$ cat src/rtl/spi_hfifo_pkg.sv
// Package: register offsets and bit positions shared by the register front end.
// Assumes byte offsets on an 8-bit address; software decodes these values.
package spi_hfifo_pkg;
    localparam int REG_AW = 8;
    localparam int REG_DW = 32;

    localparam logic [REG_AW-1:0] OFS_CS_IDLE = 8'h14;
    localparam logic [REG_AW-1:0] OFS_TX_DATA = 8'h48;
    localparam logic [REG_AW-1:0] OFS_RX_DATA = 8'h4C;
    localparam logic [REG_AW-1:0] OFS_TX_MARK = 8'h50;
    localparam logic [REG_AW-1:0] OFS_RX_MARK = 8'h54;
    localparam logic [REG_AW-1:0] OFS_IRQ_EN  = 8'h70;
    localparam logic [REG_AW-1:0] OFS_IRQ_PND = 8'h74;

    localparam int FLAG_BIT = 31;
    localparam int IRQ_TX   = 0;
    localparam int IRQ_RX   = 1;
    localparam int IRQ_N    = 2;
endpackage

$ cat src/rtl/spi_hfifo_queue.sv
// Module: synchronous first-in first-out queue with occupancy count.
// Assumes push and pop in the same cycle are legal. A push while full and a
// pop while empty are ignored.
module spi_hfifo_queue #(
    parameter int DEPTH = 8,
    parameter int WIDTH = 8,
    localparam int CNT_W = $clog2(DEPTH + 1),
    localparam int PTR_W = (DEPTH > 1) ? $clog2(DEPTH) : 1
) (
    input  logic             clk,
    input  logic             rst_n,
    input  logic             push,
    input  logic [WIDTH-1:0] push_data,
    input  logic             pop,
    output logic [WIDTH-1:0] head,
    output logic [CNT_W-1:0] count,
    output logic             full,
    output logic             empty
);
    logic [WIDTH-1:0] store [DEPTH];
    logic [PTR_W-1:0] wr_ptr, rd_ptr;
    logic             do_push, do_pop;

    assign full    = (count == CNT_W'(DEPTH));
    assign empty   = (count == '0);
    assign do_push = push && !full;
    assign do_pop  = pop && !empty;
    assign head    = store[rd_ptr];

    function automatic logic [PTR_W-1:0] next_ptr(input logic [PTR_W-1:0] p);
        return (p == PTR_W'(DEPTH - 1)) ? '0 : p + 1'b1;
    endfunction

    // Purpose: write an accepted entry into storage.
    always_ff @(posedge clk) begin
        if (do_push) store[wr_ptr] <= push_data;
    end

    // Purpose: advance pointers and occupancy.
    always_ff @(posedge clk) begin
        if (!rst_n) begin
            wr_ptr <= '0;
            rd_ptr <= '0;
            count  <= '0;
        end else begin
            if (do_push) wr_ptr <= next_ptr(wr_ptr);
            if (do_pop)  rd_ptr <= next_ptr(rd_ptr);
            if (do_push && !do_pop)      count <= count + 1'b1;
            else if (do_pop && !do_push) count <= count - 1'b1;
        end
    end

    assert_no_overflow_R4: assert property (@(posedge clk) disable iff (!rst_n)
        count <= CNT_W'(DEPTH));
    assert_drop_full_R4: assert property (@(posedge clk) disable iff (!rst_n)
        (push && full && !pop) |=> $stable(count));
    assert_empty_pop_R6: assert property (@(posedge clk) disable iff (!rst_n)
        (pop && empty && !push) |=> $stable(count));
endmodule

$ cat src/rtl/spi_hfifo_irq.sv
// Module: watermark comparison and interrupt gating.
// Assumes counts and marks share one width. The pending bits are live
// conditions, not latched events.
module spi_hfifo_irq #(
    parameter int CNT_W = 4,
    localparam int IRQ_N = spi_hfifo_pkg::IRQ_N
) (
    input  logic             clk,
    input  logic             rst_n,
    input  logic [CNT_W-1:0] tx_count,
    input  logic [CNT_W-1:0] rx_count,
    input  logic [CNT_W-1:0] tx_mark,
    input  logic [CNT_W-1:0] rx_mark,
    input  logic [IRQ_N-1:0] irq_en,
    output logic [IRQ_N-1:0] irq_pnd,
    output logic             irq
);
    import spi_hfifo_pkg::*;

    // Purpose: form the live watermark conditions.
    always_comb begin
        irq_pnd         = '0;
        irq_pnd[IRQ_TX] = (tx_count < tx_mark);
        irq_pnd[IRQ_RX] = (rx_count > rx_mark);
    end

    assign irq = |(irq_pnd & irq_en);

    assert_irq_gate_R9: assert property (@(posedge clk) disable iff (!rst_n)
        (irq_en == '0) |-> !irq);
    assert_tx_empty_mark_R7: assert property (@(posedge clk) disable iff (!rst_n)
        (tx_count == '0 && tx_mark != '0) |-> irq_pnd[IRQ_TX]);
endmodule

$ cat src/rtl/spi_host_regfile.sv
// Module: register front end of an SPI master. It holds the transmit and
// receive queues, the watermark interrupt and the chip-select idle levels.
// Assumes a single-cycle register port: read data is combinational in the
// cycle of reg_rd, and a read of the receive data register pops at that edge.
module spi_host_regfile #(
    parameter int DEPTH    = 8,
    parameter int DATA_W   = 8,
    parameter int CS_LINES = 4,
    localparam int CNT_W   = $clog2(DEPTH + 1),
    localparam int AW      = spi_hfifo_pkg::REG_AW,
    localparam int DW      = spi_hfifo_pkg::REG_DW
) (
    input  logic                clk,
    input  logic                rst_n,
    input  logic                reg_wr,
    input  logic                reg_rd,
    input  logic [AW-1:0]       reg_addr,
    input  logic [DW-1:0]       reg_wdata,
    output logic [DW-1:0]       reg_rdata,
    output logic                tx_valid,
    output logic [DATA_W-1:0]   tx_data,
    input  logic                tx_pop,
    input  logic                rx_push,
    input  logic [DATA_W-1:0]   rx_data,
    output logic                rx_ready,
    output logic [CS_LINES-1:0] cs_idle,
    output logic                irq
);
    import spi_hfifo_pkg::*;

    logic [CNT_W-1:0]  tx_count, rx_count, tx_mark, rx_mark;
    logic              tx_full, tx_empty, rx_full, rx_empty;
    logic [DATA_W-1:0] rx_head;
    logic [IRQ_N-1:0]  irq_en, irq_pnd;
    logic              tx_wr, rx_rd;

    assign tx_wr = reg_wr && (reg_addr == OFS_TX_DATA);
    assign rx_rd = reg_rd && (reg_addr == OFS_RX_DATA);

    spi_hfifo_queue #(.DEPTH(DEPTH), .WIDTH(DATA_W)) u_txq (
        .clk(clk), .rst_n(rst_n),
        .push(tx_wr), .push_data(reg_wdata[DATA_W-1:0]),
        .pop(tx_pop), .head(tx_data), .count(tx_count),
        .full(tx_full), .empty(tx_empty)
    );

    spi_hfifo_queue #(.DEPTH(DEPTH), .WIDTH(DATA_W)) u_rxq (
        .clk(clk), .rst_n(rst_n),
        .push(rx_push), .push_data(rx_data),
        .pop(rx_rd), .head(rx_head), .count(rx_count),
        .full(rx_full), .empty(rx_empty)
    );

    assign tx_valid = !tx_empty;
    assign rx_ready = !rx_full;

    spi_hfifo_irq #(.CNT_W(CNT_W)) u_irq (
        .clk(clk), .rst_n(rst_n),
        .tx_count(tx_count), .rx_count(rx_count),
        .tx_mark(tx_mark), .rx_mark(rx_mark),
        .irq_en(irq_en), .irq_pnd(irq_pnd), .irq(irq)
    );

    // Purpose: hold the writable control registers.
    always_ff @(posedge clk) begin
        if (!rst_n) begin
            tx_mark <= '0;
            rx_mark <= '0;
            irq_en  <= '0;
            cs_idle <= '1;
        end else if (reg_wr) begin
            case (reg_addr)
                OFS_TX_MARK: tx_mark <= reg_wdata[CNT_W-1:0];
                OFS_RX_MARK: rx_mark <= reg_wdata[CNT_W-1:0];
                OFS_IRQ_EN:  irq_en  <= reg_wdata[IRQ_N-1:0];
                OFS_CS_IDLE: cs_idle <= reg_wdata[CS_LINES-1:0];
                default: ;
            endcase
        end
    end

    // Purpose: select read data and status flags for the addressed register.
    always_comb begin
        reg_rdata = '0;
        case (reg_addr)
            OFS_TX_DATA: reg_rdata[FLAG_BIT] = tx_full;
            OFS_RX_DATA: begin
                if (rx_empty) reg_rdata[FLAG_BIT] = 1'b1;
                else          reg_rdata = DW'(rx_head);
            end
            OFS_TX_MARK: reg_rdata = DW'(tx_mark);
            OFS_RX_MARK: reg_rdata = DW'(rx_mark);
            OFS_IRQ_EN:  reg_rdata = DW'(irq_en);
            OFS_IRQ_PND: reg_rdata = DW'(irq_pnd);
            OFS_CS_IDLE: reg_rdata = DW'(cs_idle);
            default:     reg_rdata = '0;
        endcase
    end

    assert_rx_empty_read_R6: assert property (@(posedge clk) disable iff (!rst_n)
        (rx_rd && rx_empty && !rx_push) |=> rx_empty);
    assert_rx_pop_R5: assert property (@(posedge clk) disable iff (!rst_n)
        (rx_rd && !rx_empty && !rx_push) |=> (rx_count == $past(rx_count) - 1'b1));
    assert_tx_full_drop_R4: assert property (@(posedge clk) disable iff (!rst_n)
        (tx_wr && tx_full && !tx_pop) |=> tx_full);
    assert_rx_ready_R12: assert property (@(posedge clk) disable iff (!rst_n)
        (rx_push && !rx_ready && !rx_rd) |=> !rx_ready);
endmodule

$ cat config.mk
export PLATFORM = sky130hd
export DESIGN_NAME = spi_host_regfile
export DESIGN_NICKNAME = d
export VERILOG_FILES = /design/src/rtl/spi_hfifo_pkg.sv /design/src/rtl/spi_hfifo_queue.sv /design/src/rtl/spi_hfifo_irq.sv /design/src/rtl/spi_host_regfile.sv
export SDC_FILE = /design/constraint.sdc
export NUM_CORES = 1
export LEC_CHECK = 0
export BUFFER_PORTS_ARGS = -buffer_cell sky130_fd_sc_hd__clkbuf_2
export CORE_ASPECT_RATIO = 1.4
export CORE_MARGIN = 2
export CORE_UTILIZATION = 30
export DETAILED_ROUTE_END_ITERATION = 8
export PLACE_DENSITY = 0.59
export SLEW_MARGIN = 40
export SYNTH_ARGS = -nofsm -noshare
export SYNTH_HDL_FRONTEND = slang
export SYNTH_SLANG_ARGS = --single-unit
$ cat constraint.sdc
create_clock -name clk -period 3.5 [get_ports clk]
set_input_delay 0.35 -clock clk [delete_from_list [all_inputs] [get_ports clk]]
set_output_delay 0.35 -clock clk [all_outputs]
set_load 0.05 [all_outputs]
==> results.yml, run 1 <==
cts:
  cts.htree.levels: 4
  clkLatencyLatePin_ps: 430
  cts_buffer_depth: 2
  cts_root_buf: "clkbuf_16"
  cts_setup_buffers: 0
  postCtsResizedCells: 0
  clkSlewWorstSetupHoldPaths_ps: 60
  ctsHoldBuffers: 0
  cts.sinks: 168
  numCtsBuffers: 17
  cts_tree: "done"
global_routing:
  grt_max_degree: 40
  grt_pass1_vias: 4366
  antenna_found_initial: 0
  grt_pass1_wl_um: 23900
  grt_overflow: 0
  grt-busiest-layer: "met2"
  grtUsageMet2: 0.221
  gr-usage-met1: 0.135
  groute.layer.met3.usage: 0.0398
  grt.total_usage: 0.124
final_layout:
  nets: 624
  stdcell_area_um2: 8780
  fin_util: 0.357
  syn2layout_area_growth_pct: 17.0
  layout-drive-gt1-share: 0.261
  final_cells: 875
  fill_cells: 2320
  antenna_cells: 0
timing:
  min_period_ps: 2810
  fin_setup_tns_ps: 0
  max_slew.worst_pin.slew_ps: 724
  final_max_slew_viol_count: 0
  clock.fmax_mhz: 356
  finalHoldViolations: 0
  fin_crit_sh: 0.803
  grt_setup_unrepaired: "false"
  finClkSkew_ps: 9.78
  slew_headroom: 0.516
  finalSetupViolCount: 0
synth:
  synth_common_cells: "128 x edfxtp_1, 40 x dfxtp_1, 31 x mux2i_1, 27 x buf_4, 26 x nand2_1"
  seq_area_frac_synth: 0.619
  syn-cell-area_um2: 7500
  synth_ff_type: "edfxtp_1"
  yosys-top-cells-area: "edfxtp_1 51%, dfxtp_1 11%, mux4_1 5.6%, mux4_2 4.8%, mux2i_1 4.1%"
  synthArstFlopShare: 0
  yosysUniqueCellTypes: 53
  yosys_warnings: 0
  ys_ff_latch: 168
  synthCells: 481
  synth_top_area_share: 0.513
  synth.avg_cell_area_um2: 15.6
  synth_top_cell_by_area: "edfxtp_1"
  synth_edf_count: 128
  synth_most_common_cell: "edfxtp_1"
floorplanning:
  coreArea_um2: 24600
  dieArea_um2: 26300
  initial_core_util: 0.305
  num_rows: 68
  boundaryPins: 101
  fp.dieH_um: 191
  die_w_um: 138
routing:
  route.detailed.drc: 0
  via_per_inst: 4.71
  vias: 4119
  drtAntennaViolNets: 0
  routed_wl_um: 15300
  avgRoutedWirePerCell_um: 17.5
  drt_iter0_drc: 185
  drtPass1Iterations: 4
worst_setup_path:
  path_cells: "or4b_4 > nand2_2 > inv_1 > ha_1 > inv_1 > ha_1 > a21oi_1 > a211oi_1 > a31oi_1 > mux2i_1"
  cp.required_ps: 3860
  max_stage_delay_ps: 600
  r2r-start: "u_rxq.count[0]"
  critPathMaxFanout: 9
  worstSetupStartpointType: "register"
  critPathKind: "reg2reg"
  cp-end-kind: "register"
  arrival_ps: 3170
  cp_slowest_cell: "or4b_4"
  startpoint: "u_rxq.count[0]"
power_and_ir_drop:
  p_per_area_nw_per_um2: 620
  ir_drop_mv: 0.388
  p_leak_nw: 3.16
placed_design:
  port_buffers: 53
  place_hpwl_um: 10900
  gp_congestion: 0.776
  placed_cell_area_um2: 8090
  placedCellCount: 843
hold_path:
  hold_class: "in2reg"
  min_from: "rx_data[4]"
flow_run:
  maxCapViolCount: 0
status:
  status: "finished, final reports clean"
-- report_power, final --
part	internal (mW)	switching [mW]	leakage (nW)
clock	1.35	0.771	0.319
combinational	0.403	0.597	1.36
sequential	2.23	0.0979	1.48
total	3.98	1.47	3.16
-- sequential cells by signal (all words and copies together), names as in the netlist, 4 cells and up, named ones only --
name,count
tx_mark,4
rx_mark,4
cs_idle,4
u_txq.count,4
u_rxq.store,64
u_rxq.count,4
u_txq.store,64
-- path summary, 6_finish.rpt --
check | to | slack, ps | cells past startpoint
min | u_rxq.store[3][4] | 190 | 1
min reg2reg | cs_idle[3] | 510 | 2
max | u_rxq.count[3] | 690 | 10
max reg2reg | u_rxq.count[3] | 690 | 10
-- logic make-up after synthesis --
kind of cell / Yosys count / share of synthesized area
xor+xnor: 4 / 0.00467
buf+inv: 54 / 0.0450
simple gates: 124 / 0.0988
mux: 75 / 0.163
compound gates: 32 / 0.0279
fa+ha+maj: 23 / 0.0404
other cells: 1 / 0.000500
flops: 168 / 0.619
-- per-layer routing --
metal  vias up  share of wire
met1      2060           0.38
met2       107           0.55
met3        15          0.057
met5         -              0
met4         0          0.014
li1       1937              -
-- layout make-up --
class                   count  area (um2)  share of cell area
inverters                  13        48.8             0.00556
flip-flops and latches    168        4650               0.529
multi-input cells         281        2650               0.302
well taps                 315         394              0.0449
clock inverters            14         245              0.0279
repair buffers             66         363              0.0413
clock buffers              18         429              0.0489
-- cells in the final DEF (no fill, tap or decap), types with 13 or more instances in the layout --
cell,n
nor2b_1,19
clkbuf_16,17
nor2_1,17
edfxtp_1,128
mux4_1,16
dfxtp_1,39
ha_1,21
mux2i_1,31
conb_1,23
nand2_1,26
buf_4,13
clkbuf_2,53
mux4_2,16
-- worst max-delay path: cells and delay by family, from the launching register on --
kind / cells / cell delay, ps
and+or+nand+nor: 2 / 830
adders and majority gates: 2 / 510
AOI/OAI and AO/OA: 3 / 510
DFF: 1 / 390
buffers and inverters: 2 / 290
muxes: 1 / 200
-- metrics by stage --
step,hold slack (ps),power [mW],setup WS (ps)
after floorplan,449,3.18,864
after global placement,497,3.33,845
after detailed placement,501,3.39,690
after CTS,171,5.51,672
after global routing,196,5.69,482
final,192,5.45,689
Power figures use the tool's default switching activity.
==> run 2, diff against run 1 <==
==> constraint.sdc (replaced) <==
create_clock -name clk -period 2.67 [get_ports clk]
set_input_delay 0.267 -clock clk [delete_from_list [all_inputs] [get_ports clk]]
set_output_delay 0.267 -clock clk [all_outputs]
set_load 0.05 [all_outputs]
==> run 2 against run 1 <==
Global-route usage barely moved. Non-clock buffer count rose by 17. Register-to-register slack got worse by 540 ps. Critical path depth fell by 4. Clock power rose by 8%. Utilization fell by 0.15 points. Critical endpoint is now reg_rdata[1]. Largest power group unchanged.
==> results.yml, run 2 (synthesized netlist as in run 1, its figures left out) <==
worst_setup_path:
  r2r_end: "u_txq.count[3]"
  cp-end-kind: "output pin"
  r2r-start: "u_txq.count[1]"
  rrSetupSlack_ps: 150
  rr_worst_depth: 10
  worstSetupStartpointType: "register"
  critPathMaxFanout: 7
  startpoint: "u_rxq.count[0]"
  critPathKind: "reg2out"
  cp.required_ps: 2400
  cp-endpoint: "reg_rdata[1]"
  arrival_ps: 2270
routing:
  drtPass1Iterations: 4
  drtAntennaViolNets: 0
  avgRoutedWirePerCell_um: 16.9
  route.detailed.drc: 0
  via_per_inst: 4.65
  vias: 4150
  drt_iter0_drc: 138
  routed_wl_um: 15100
floorplanning:
  die_w_um: 138
  boundaryPins: 101
  fp.dieH_um: 191
  coreArea_um2: 24600
  num_rows: 68
  initial_core_util: 0.305
  dieArea_um2: 26300
hold_path:
  hold_class: "in2reg"
final_layout:
  final_common_cell: "edfxtp_1"
  stdcell_area_um2: 8740
  nets: 641
  reg_top3: "u_rxq.store: 64 flops, u_txq.store: 64 flops"
  mostFrequentLayoutCells: "128 x edfxtp_1, 53 x clkbuf_2, 39 x dfxtp_1"
  layout-drive-gt1-share: 0.276
  syn2layout_area_growth_pct: 16.5
  antenna_cells: 0
  fin_util: 0.355
cts:
  cts_tree: "done"
  cts.htree.levels: 4
  ctsHoldBuffers: 0
  cts_setup_buffers: 0
  cts_buffer_depth: 2
  cts_root_buf: "clkbuf_16"
  cts.sinks: 168
  numCtsBuffers: 17
  clkLatencyLatePin_ps: 430
  clkSlewWorstSetupHoldPaths_ps: 60
status:
  status: "finished, final reports clean"
timing:
  slew_headroom: 0.542
  clock.fmax_mhz: 394
  finalHoldViolations: 0
  max_slew.worst_pin.slew_ps: 687
  whs_ps: 111
  finClkSkew_ps: 11.8
  fin_setup_tns_ps: 0
  final_max_slew_viol_count: 0
  layout_setup_ws_ps: 129
  finalSetupViolCount: 0
  fin_crit_sh: 0.952
  grt_setup_unrepaired: "false"
  min_period_ps: 2540
placed_design:
  port_buffers: 53
  placed_cell_area_um2: 8180
  gp_congestion: 0.796
  place_hpwl_um: 10700
  dp_worst_setup_slack_ps: 73.4
power_and_ir_drop:
  combPwrFrac: 0.209
  switching_power_mw: 1.89
  pwr-share-clk: 0.341
  p_leak_nw: 3.19
  p_per_area_nw_per_um2: 767
  pwr-share-seq: 0.450
  internal_power_mw: 4.81
  ir_drop_mv: 0.547
  swShare: 0.283
global_routing:
  antenna_found_initial: 0
  grt_max_degree: 40
  grt_pass1_vias: 4387
  grt.total_usage: 0.123
  grt_pass1_wl_um: 24000
  grt_overflow: 0
flow_run:
  maxCapViolCount: 0
==> run 2: changes by cell type in the layout (fill, tap and decap cells not counted), moves of 2 or more <==
cell and change:
a21oi_1 -2, bufinv_16 -5, nor2_1 +2, nor2_2 -2, buf_4 +17, nor3_4 -5, nor3_2 +2, a21oi_2 +2
clkbuf_1 +3, nor3_1 +3
==> run 2: worst min path at each step <==
stage / startpoint / endpoint / cells past startpoint
after floorplan: rx_data[0] / u_rxq.store[0][0] / 0
after global placement: u_txq.rd_ptr[1] / u_txq.rd_ptr[1] / 2
after detailed placement: u_txq.rd_ptr[1] / u_txq.rd_ptr[1] / 2
after CTS: rx_data[4] / u_rxq.store[3][4] / 1
after global routing: rx_data[5] / u_rxq.store[6][5] / 1
final: rx_data[7] / u_rxq.store[4][7] / 1
==> run 2: per-layer routing <==
layer / up-vias / wire length (um) / track usage
met5: - / 0 / 0
met4: 0 / 281 / 0.0420
met3: 21 / 769 / 0.0369
met2: 92 / 8000 / 0.219
met1: 2066 / 6040 / 0.139
li1: 1971 / - / -
==> run 2: per-stage QoR <==
stage / std cells / total power [mW]
after floorplan: 503 / 4.17
after global placement: 860 / 4.41
after detailed placement: 860 / 4.46
after CTS: 892 / 6.77
after global routing: 892 / 7.05
final: 892 / 6.70
==> run 2: what timing repair did <==
item,4_1_cts,5_1_grt
pin swaps,0,0
setup endpoints to repair,1,4
resized for setup,1,5
==> run 2: power groups by stage <==
stage | Combinational, mW | Sequential [mW] | Clock [mW]
2_1_floorplan | 1.11 | 3.06 | 0
4_1_cts | 1.40 | 3.02 | 2.35
3_5_place_dp | 1.39 | 3.07 | 0
5_1_grt | 1.56 | 3.03 | 2.46
3_3_place_gp | 1.34 | 3.06 | 0
6_report | 1.40 | 3.02 | 2.29
==> run 2: cell type report <==
cell class                      instances  area (um2)
Fill cell                            2319       15800
Clock inverter                         10        93.8
Timing Repair Buffer                   83         490
Inverter                               13        48.8
Tap cell                              315         394
Multi-Input combinational cell        281        2610
Clock buffer                           22         454
Sequential cell                       168        4650
==> run 2: critical path, cell delays in order, from the launching register on <==
cell      delay [ps]
dfxtp_1          470
nor4_1           110
buf_4            150
nor2_1            80
nand3_1          300
o221ai_1         390
clkbuf_2         340
==> run 3, diff against run 2 <==
--- a/config.mk
+++ b/config.mk
@@ -5,7 +5,7 @@
 export SDC_FILE = /design/constraint.sdc
 export NUM_CORES = 1
 export LEC_CHECK = 0
-export BUFFER_PORTS_ARGS = -buffer_cell sky130_fd_sc_hd__clkbuf_2
+export BUFFER_PORTS_ARGS = -buffer_cell sky130_fd_sc_hd__buf_2
 export CORE_ASPECT_RATIO = 1.4
 export CORE_MARGIN = 2
 export CORE_UTILIZATION = 30
==> run 3 against run 2 <==
Critical path depth unchanged. Register-to-register slack better by 60 ps. Cell count decreased by 0.34%. Critical path type unchanged. First-iteration DRC count grew 31%. Maximum frequency increased by 0.44%. Die area unchanged.
==> results.yml, run 3 (synthesized netlist as in run 1, its figures left out) <==
final_layout:
  nets: 638
  final_cells: 889
  final_common_cell: "edfxtp_1"
  antenna_cells: 0
  mostFrequentLayoutCells: "128 x edfxtp_1, 53 x buf_2, 39 x dfxtp_1"
  fin_util: 0.355
  syn2layout_area_growth_pct: 16.4
  reg_top3: "u_rxq.store: 64 flops, u_txq.store: 64 flops"
  layout-drive-gt1-share: 0.268
  stdcell_area_um2: 8730
  fill_cells: 2331
routing:
  route.detailed.drc: 0
  drt_iter0_drc: 181
  drtPass1Iterations: 4
  via_per_inst: 4.62
  routed_wl_um: 15500
  vias: 4108
  drtAntennaViolNets: 0
  avgRoutedWirePerCell_um: 17.5
floorplanning:
  dieArea_um2: 26300
  boundaryPins: 101
  fp.dieH_um: 191
  die_w_um: 138
  num_rows: 68
  coreArea_um2: 24600
  initial_core_util: 0.305
flow_run:
  maxCapViolCount: 0
global_routing:
  grt_overflow: 0
  grt_max_degree: 40
  grt_pass1_wl_um: 24100
  grt_pass1_vias: 4380
  grt.total_usage: 0.125
  antenna_found_initial: 2
timing:
  slew_headroom: 0.572
  finalHoldViolations: 0
  clock.fmax_mhz: 395
  grt_setup_unrepaired: "false"
  max_slew.worst_pin.slew_ps: 641
  fin_crit_sh: 0.948
  min_period_ps: 2530
  finalSetupViolCount: 0
  fin_setup_tns_ps: 0
  final_max_slew_viol_count: 0
  finClkSkew_ps: 12.1
  layout_setup_ws_ps: 140
cts:
  clkSlewWorstSetupHoldPaths_ps: 70
  cts_root_buf: "clkbuf_16"
  numCtsBuffers: 17
  clkLatencyLatePin_ps: 420
  cts_buffer_depth: 2
  cts.sinks: 168
  cts_tree: "done"
  cts_setup_buffers: 0
  cts.htree.levels: 4
worst_setup_path:
  crit_family: "simple AND/OR/NAND/NOR gates"
  arrival_ps: 2260
  worst-path-buf-inv: 2
  cp-end-kind: "output pin"
  cp.required_ps: 2400
  cp_slowest_cell: "dfxtp_1"
  critPathMaxFanout: 8
  worstSetupStartpointType: "register"
  max_stage_delay_ps: 480
  critPathKind: "reg2out"
  path_cells: "nor4_1 > buf_4 > nor2_1 > nand3_1 > o221ai_1 > buf_2"
status:
  status: "finished, final reports clean"
placed_design:
  dp_worst_setup_slack_ps: 118
  placedCellCount: 857
  gp_congestion: 0.779
  port_buffers: 53
  placed_cell_area_um2: 8160
  place_hpwl_um: 11000
power_and_ir_drop:
  ir_drop_mv: 0.701
  p_leak_nw: 3.19
  p_per_area_nw_per_um2: 773
hold_path:
  hold_class: "in2reg"
[run 3: power breakdown]
group / internal, mW / switching [mW]
logic: 0.572 / 0.816
clock network: 1.37 / 0.964
registers: 2.92 / 0.0985
[run 3: timing repair]
| item | CTS | global route |
|---|---|---|
| setup endpoints to repair | 1 | 3 |
| pin swaps | 0 | 0 |
| hold buffers | 0 | 0 |
| resized for setup | 1 | 4 |
[run 3: stage by stage]
stage                     total power [mW]  hold slack [ps]
after global routing                  7.08             99.9
after CTS                             6.82             87.7
after detailed placement              4.47              499
after floorplan                       4.17              366
final                                 6.75              105
after global placement                4.41              485
[run 3: worst paths after layout]
kind	from	to	slack, ps	cells after the start
setup / recovery	u_rxq.count[0]	reg_rdata[1]	140	6
hold / removal	rx_data[6]	u_rxq.store[6][6]	110	1
setup reg to reg	u_txq.count[1]	u_txq.count[3]	210	10
hold reg to reg	cs_idle[0]	cs_idle[0]	510	2
[run 3: layout make-up]
type                            instances  area (um2)  share of cell area
Inverter                               13        48.8             0.00559
Tap cell                              315         394              0.0452
Clock inverter                         13         129              0.0148
Clock buffer                           19         433              0.0496
Timing Repair Buffer                   80         468              0.0536
Sequential cell                       168        4650               0.532
Multi-Input combinational cell        281        2610               0.299
[run 3: layer usage]
metal	wire (um)	global-route usage	vias up
li1	-	-	1968
met1	5990	0.135	2037
met2	8660	0.234	86
met3	664	0.0353	13
met4	180	0.0381	4
met5	23	0	-
